--- src/rtl/reply_hdr_builder.sv ---
module reply_hdr_builder #(
  parameter logic [15:0] ETYPE_ARP  = 16'h0806,
  parameter logic [15:0] ETYPE_IPV4 = 16'h0800,
  parameter logic [15:0] CSUM_INIT  = 16'h0000,
  parameter logic [7:0]  ICMP_REQ   = 8'd8,
  parameter logic [7:0]  ICMP_REP   = 8'd0
) (
  input  logic         clk,
  input  logic         rst_n,
  input  logic         start,
  input  logic [1:0]   proto_sel,
  input  logic [127:0] rx_eth,
  input  logic [223:0] rx_arp,
  input  logic [159:0] rx_ip,
  input  logic [63:0]  rx_icmp,
  input  logic [63:0]  rx_udp,
  output logic         done,
  output logic         reply_ok,
  output logic [127:0] tx_eth,
  output logic [223:0] tx_arp,
  output logic [159:0] tx_ip,
  output logic [63:0]  tx_icmp,
  output logic [63:0]  tx_udp
);

  localparam logic [1:0]  SEL_ARP   = 2'd0;
  localparam logic [1:0]  SEL_ICMP  = 2'd1;
  localparam logic [1:0]  SEL_UDP   = 2'd2;
  localparam logic [15:0] ARP_REQ   = 16'd1;
  localparam logic [15:0] ARP_REP   = 16'd2;
  localparam logic [7:0]  IPP_ICMP  = 8'd1;
  localparam logic [7:0]  IPP_UDP   = 8'd17;

  logic [15:0] etype;
  logic        is_ipv4, hit_arp, hit_icmp, hit_udp, hit_any;
  logic [127:0] nx_eth;
  logic [223:0] nx_arp;
  logic [159:0] nx_ip;
  logic [63:0]  nx_icmp, nx_udp;

  assign etype    = rx_eth[15:0];
  assign is_ipv4  = (etype == ETYPE_IPV4);
  assign hit_arp  = (proto_sel == SEL_ARP) && (etype == ETYPE_ARP) && (rx_arp[175:160] == ARP_REQ);
  assign hit_icmp = (proto_sel == SEL_ICMP) && is_ipv4 && (rx_ip[87:80] == IPP_ICMP)
                    && (rx_icmp[63:56] == ICMP_REQ);
  assign hit_udp  = (proto_sel == SEL_UDP) && is_ipv4 && (rx_ip[87:80] == IPP_UDP);
  assign hit_any  = hit_arp | hit_icmp | hit_udp;

  assign nx_eth  = hit_any ? {rx_eth[127:112], rx_eth[63:16], rx_eth[111:64], rx_eth[15:0]} : '0;
  assign nx_arp  = hit_arp ? {rx_arp[223:176], ARP_REP, rx_arp[79:32], rx_arp[31:0],
                              rx_arp[159:112], rx_arp[111:80]} : '0;
  assign nx_ip   = (hit_icmp | hit_udp) ? {rx_ip[159:80], CSUM_INIT, rx_ip[31:0], rx_ip[63:32]} : '0;
  assign nx_icmp = hit_icmp ? {ICMP_REP, rx_icmp[55:48], CSUM_INIT, rx_icmp[31:0]} : '0;
  assign nx_udp  = hit_udp ? {rx_udp[47:32], rx_udp[63:48], rx_udp[31:16], CSUM_INIT} : '0;

  always_ff @(posedge clk or negedge rst_n) begin
    if (!rst_n) begin
      done     <= 1'b0;
      reply_ok <= 1'b0;
      tx_eth   <= '0;
      tx_arp   <= '0;
      tx_ip    <= '0;
      tx_icmp  <= '0;
      tx_udp   <= '0;
    end else begin
      done <= start;
      if (start) begin
        reply_ok <= hit_any;
        tx_eth   <= nx_eth;
        tx_arp   <= nx_arp;
        tx_ip    <= nx_ip;
        tx_icmp  <= nx_icmp;
        tx_udp   <= nx_udp;
      end
    end
  end

  a_r1_done_follows_start: assert property (@(posedge clk) disable iff (!rst_n)
    start |=> done);
  a_r1_no_spurious_done: assert property (@(posedge clk) disable iff (!rst_n)
    !start |=> !done);
  a_r3_hold_outputs: assert property (@(posedge clk) disable iff (!rst_n)
    !start |=> ($stable(reply_ok) && $stable(tx_eth) && $stable(tx_arp) && $stable(tx_ip)
                && $stable(tx_icmp) && $stable(tx_udp)));
  a_r4_mac_swap: assert property (@(posedge clk) disable iff (!rst_n)
    start |=> (!reply_ok || (tx_eth[111:64] == $past(rx_eth[63:16])
                             && tx_eth[63:16] == $past(rx_eth[111:64]))));
  a_r5_reject_zero: assert property (@(posedge clk) disable iff (!rst_n)
    (done && !reply_ok) |-> (tx_eth == '0 && tx_arp == '0 && tx_ip == '0
                             && tx_icmp == '0 && tx_udp == '0));
  a_r6_arp_oper: assert property (@(posedge clk) disable iff (!rst_n)
    (done && reply_ok && tx_eth[15:0] == ETYPE_ARP) |-> (tx_arp[175:160] == ARP_REP));
  a_r10_one_family: assert property (@(posedge clk) disable iff (!rst_n)
    done |-> !((|tx_arp) && ((|tx_ip) || (|tx_icmp) || (|tx_udp))));
  a_r10_icmp_udp_apart: assert property (@(posedge clk) disable iff (!rst_n)
    done |-> $countones({|tx_icmp, |tx_udp}) <= 1);

endmodule

--- config.mk ---
export PLATFORM = sky130hd
export DESIGN_NAME = reply_hdr_builder
export DESIGN_NICKNAME = d
export VERILOG_FILES = /design/src/rtl/reply_hdr_builder.sv
export SDC_FILE = /design/constraint.sdc
export NUM_CORES = 1
export LEC_CHECK = 0
export BUFFER_PORTS_ARGS = -buffer_cell sky130_fd_sc_hd__buf_2
export CORE_AREA = 8 8 490 492
export CTS_CLUSTER_SIZE = 8
export DETAILED_ROUTE_END_ITERATION = 10
export DIE_AREA = 0 0 498 500
export HOLD_SLACK_MARGIN = 0.15
export PLACE_DENSITY = 0.34
export RECOVER_POWER = 100
export SLEW_MARGIN = 5
export SYNTH_ARGS = -nofsm -noshare
export SYNTH_HDL_FRONTEND = slang
export SYNTH_SLANG_ARGS = --single-unit
--- constraint.sdc ---
create_clock -name clk -period 1.3 [get_ports clk]
set_clock_uncertainty 0.15 [all_clocks]
set_input_delay 0 -clock clk [delete_from_list [all_inputs] [get_ports clk]]
set_output_delay 0 -clock clk [all_outputs]
set_load 0.005 [all_outputs]
==> results.txt <==
----------------------------------------------------
[Clocking]
  CTS tree ... yes
  Clock sinks ... 571
  Clock-pin slew on the worst setup and hold paths ... 0.06 ns
  Insertion delay to the later sink of the worst-skew pair ... 0.69 ns
  Number of buffers added by the clock tree synthesis step ... 85
  CTS root buffer ... clkbuf_16
  Level count of the clock H-tree ... 3
  Longest Clk Path Bufs ... 3

[Drt]
  1st-pass router iterations ... 5
  Post-route DRC ... 0
  Ratio of routed vias to standard cells ... 3.485
  Violation count after the first detailed-routing iteration ... 1599
  Number of vias after detailed routing ... 25490
  Average wire length per cell after detail routing ... 24.74 µm
  Remaining number of nets flagged by the antenna check after routing ... 0
  Post-detailed-routing wire length ... 181.0 mm

[Critical path]
  Crit Path Category ... in2reg
  Required time reported for the critical path endpoint ... 1.76 ns
  Worst-case register-to-register setup slack ... 0.05 ns
  R2R cell count ... 3
  CP endpoint kind ... flop
  Start of the worst register-to-register path ... tx_eth[105]
  Worst-path fanout max ... 15
  Startpoint type of the worst setup path ... input pin
  Setup crit start ... start
  Arr. time, crit path ... 2.14 ns
  Buffers and inverters on the worst path ... 6
  Worst flop-to-flop path endpoint ... tx_eth[105]
  Cell occurring most often along the worst timing path ... buf_12
  Cell family with most CP delay ... buffers and inverters
  Worst-path cell chain ... clkbuf_1 -> buf_4 -> inv_8 -> buf_12 -> buf_12 -> dlygate4sd3_1 -> a22o_1
  Maximum single-stage delay on the critical path ... 1.02 ns
  Cell with the biggest individual delay on the critical path ... dlygate4sd3_1

[Timing]
  Slew at the pin closest to its max-slew limit ... 0.8657 ns
  Max transition margin ... 0.4209
  Final hold vios ... 0
  Final hold slack ... 0.1308 ns
  Period minus WS final ... 1.678 ns
  Setup repair after global routing missed its margin ... true
  Achievable clock frequency ... 0.5959 GHz
  Final Max Tran Viols ... 0
  Final critical-path share of the clock period ... 1.291
  Count of endpoints failing setup in the final report ... 1649
  Slack of the critical path ... -0.3782 ns

[Floorplan]
  Die X-Extent ... 498 µm
  Total number of placement rows ... 177
  Effective utilization at floorplan ... 0.09428
  Standard cell core area ... 0.2319 mm²
  Die outline area ... 0.2490 mm²
  Number of top-level pins ... 1287
  Vertical die dimension ... 500 µm

[Finish]
  Fraction of layout cells with a size suffix above 1 ... 0.4260
  Share of the core filled with cells in the final layout ... 0.2211
  Layout Cells excl Fill ... 7314
  Layout fillers ... 24860
  Area grow syn2layout ... 134.5%
  Final Net Count ... 4871

[Outcome]
  Violated checks ... setup timing
  Status ... complete, but fails checks

[Synth]
  Cell count after synthesis ... 1512
  Mean instance size in the synthesized netlist ... 14.46 µm²
  Flip-flop and latch count after synthesis ... 571
  Cell type with the largest total area after synthesis ... dfrtp_1
  Synth Warn # ... 0
  Fraction of post-synthesis cell area in the top cell type by area ... 0.6536
  Syn Std Cell Area ... 0.02186 mm²
  Leading post-synthesis cells by cell area ... dfrtp_1 65%, a22o_1 17%, a221o_1 5.1%, and4_1 4.5%, buf_4 2.8%
  Post-synthesis cell type count ... 26
  Seq/Total Area, Yosys ... 0.6536

[Global route]
  First-pass GRT wire length ... 237.0 mm
  Met1 usage in global routing ... 0.1516
  Most utilized layer in the global route result ... met2
  Antenna violations before repair ... 72
  Number of global-route vias before repair ... 27700
  Global routing usage summed across all routing layers ... 0.1350
  Pin count of the biggest net entering global routing ... 75
  Grt met3 use ... 0.07720
  Met2 usage ... 0.2196
  Total congestion overflow ... 0

[Pwr]
  Lkg Pwr ... 25.25 nW
  Ratio of total power to cell area ... 869.4 mW/mm²
  Peak supply drop ... 0.7825 mV

[Flow run]
  Max-cap check violation count ... 0

[Placement]
  Worst Setup Slack post-DPL ... -0.9858 ns
  Placer Congestion ... 0.8115
  Placed insts ... 5726
  Count of port buffers added during placement ... 1167
  Half-perimeter wire length after placement ... 136.1 mm

[Min path]
  Worst hold path stage count ... 6
  Worst min-delay path category ... in2reg
  Startpoint of the tightest hold check path ... rx_icmp[56]
  Endpoint of the worst hold path ... tx_icmp[2]

----------------------------------------------------
==> per-layer routing <==
metal / wire length (µm) / part of all wire
met5: 37 / 0.00020
met4: 5252 / 0.029
met2: 83510 / 0.46
met3: 22290 / 0.12
met1: 69890 / 0.39
==> kinds of logic after synthesis <==
family	count (synthesis)	synth area share
flops	571	0.6536
compound gates	552	0.2274
buf+inv	234	0.06010
simple gates	154	0.05872
other cells	1	0.0001715
==> report_power, final <==
| group | total (W) | switching [W] | internal (W) |
|---|---|---|---|
| Clock | 0.0216 | 0.00896 | 0.0126 |
| Combinational | 0.00522 | 0.00206 | 0.00316 |
| Sequential | 0.0178 | 0.000000257 | 0.0178 |
| Total | 0.0446 | 0.0110 | 0.0336 |
==> worst max-delay path by stage <==
| stage | cells after the start | end | slack (ns) |
|---|---|---|---|
| 2_1_floorplan | 7 | tx_eth[101] | -0.37 |
| 3_3_place_gp | 7 | tx_eth[64] | -0.97 |
| 3_5_place_dp | 8 | tx_udp[45] | -0.99 |
| 4_1_cts | 1 | tx_icmp[15] | -0.32 |
| 5_1_grt | 1 | tx_icmp[15] | -0.31 |
| 6_report | 7 | tx_ip[95] | -0.38 |
==> layout by cell type, fill, tap and decap left out, types with 2 or more instances in the layout <==
cell	count
buf_4	367
buf_8	33
a221o_1	112
diode_2	25
buf_16	11
dfrtp_1	559
conb_1	71
dfrtp_2	12
dlygate4sd3_1	1109
a211o_1	2
clkbuf_8	7
nor4_1	3
a22o_1	433
clkinvlp_4	2
nor2b_1	19
bufinv_16	2
buf_2	898
clkbuf_1	7
inv_16	3
clkbuf_16	95
nor4b_1	2
and3_4	4
and4_1	112
a21o_1	4
buf_6	290
buf_12	69
nor4_4	2
==> through the flow <==
| step | total power, W | setup TNS, ns | cell area, µm² |
|---|---|---|---|
| floorplan | 0.01858 | -134.60 | 22400 |
| global placement | 0.02047 | -455.55 | 32400 |
| detailed placement | 0.02045 | -466.92 | 32400 |
| CTS | 0.04545 | -137.11 | 50020 |
| global route | 0.04637 | -274.33 | 51250 |
| finish | 0.04458 | -203.82 | 51270 |
==> cell type report <==
| type | count | area (µm²) | share of cell area |
|---|---|---|---|
| timing repair buffer | 2790 | 24040 | 0.4689 |
| sequential | 571 | 14300 | 0.2790 |
| multi-input combinational | 777 | 6606 | 0.1288 |
| tap | 3043 | 3807 | 0.07426 |
| clock buffer | 98 | 2267 | 0.04422 |
| clock inverter | 9 | 173.9 | 0.003392 |
| antenna | 25 | 62.56 | 0.001220 |
| inverter | 1 | 11.26 | 0.0002196 |
==> registers in the layout, indices dropped and copies added, names as in the netlist <==
register / cells
done: 1
reply_ok: 1
tx_arp: 209
tx_eth: 128
tx_icmp: 40
tx_ip: 144
tx_udp: 48
==> timing repair <==
| action | CTS | global route |
|---|---|---|
| hold buffers | 1103 | 10 |
| endpoints found under the setup margin | 918 | 1112 |
| gates cloned | 18 | 11 |
| pin swaps | 7 | 42 |
| endpoints found under the hold margin | 1138 | 42 |
| gates resized for setup | 533 | 101 |
| setup buffers | 208 | 134 |
==> worst min-delay path: stages <==
cell and delay, ns:
buf_2 0.07, nor4b_1 0.03, and3_2 0.25, and3_4 0.22
buf_12 0.15, a22o_1 0.19
==> synthesized netlist by cell type <==
cell      instances
dfrtp_1         571
a22o_1          433
and4_1          113
a221o_1         112
clkbuf_1        104
buf_4            82
buf_2            36
nor2b_1          19
buf_6            11
and3_1            5
nor4_1            5
a21o_1            4
nor4b_1           3
a211o_1           2
and3b_1           1
and4b_1           1
conb_1            1
inv_1             1
nor2_1            1
nor3_1            1
nor3b_1           1
nor4_4            1
nor4bb_1          1
o211a_1           1
or3b_2            1
or4_4             1
Power figures use the tool's default switching activity.
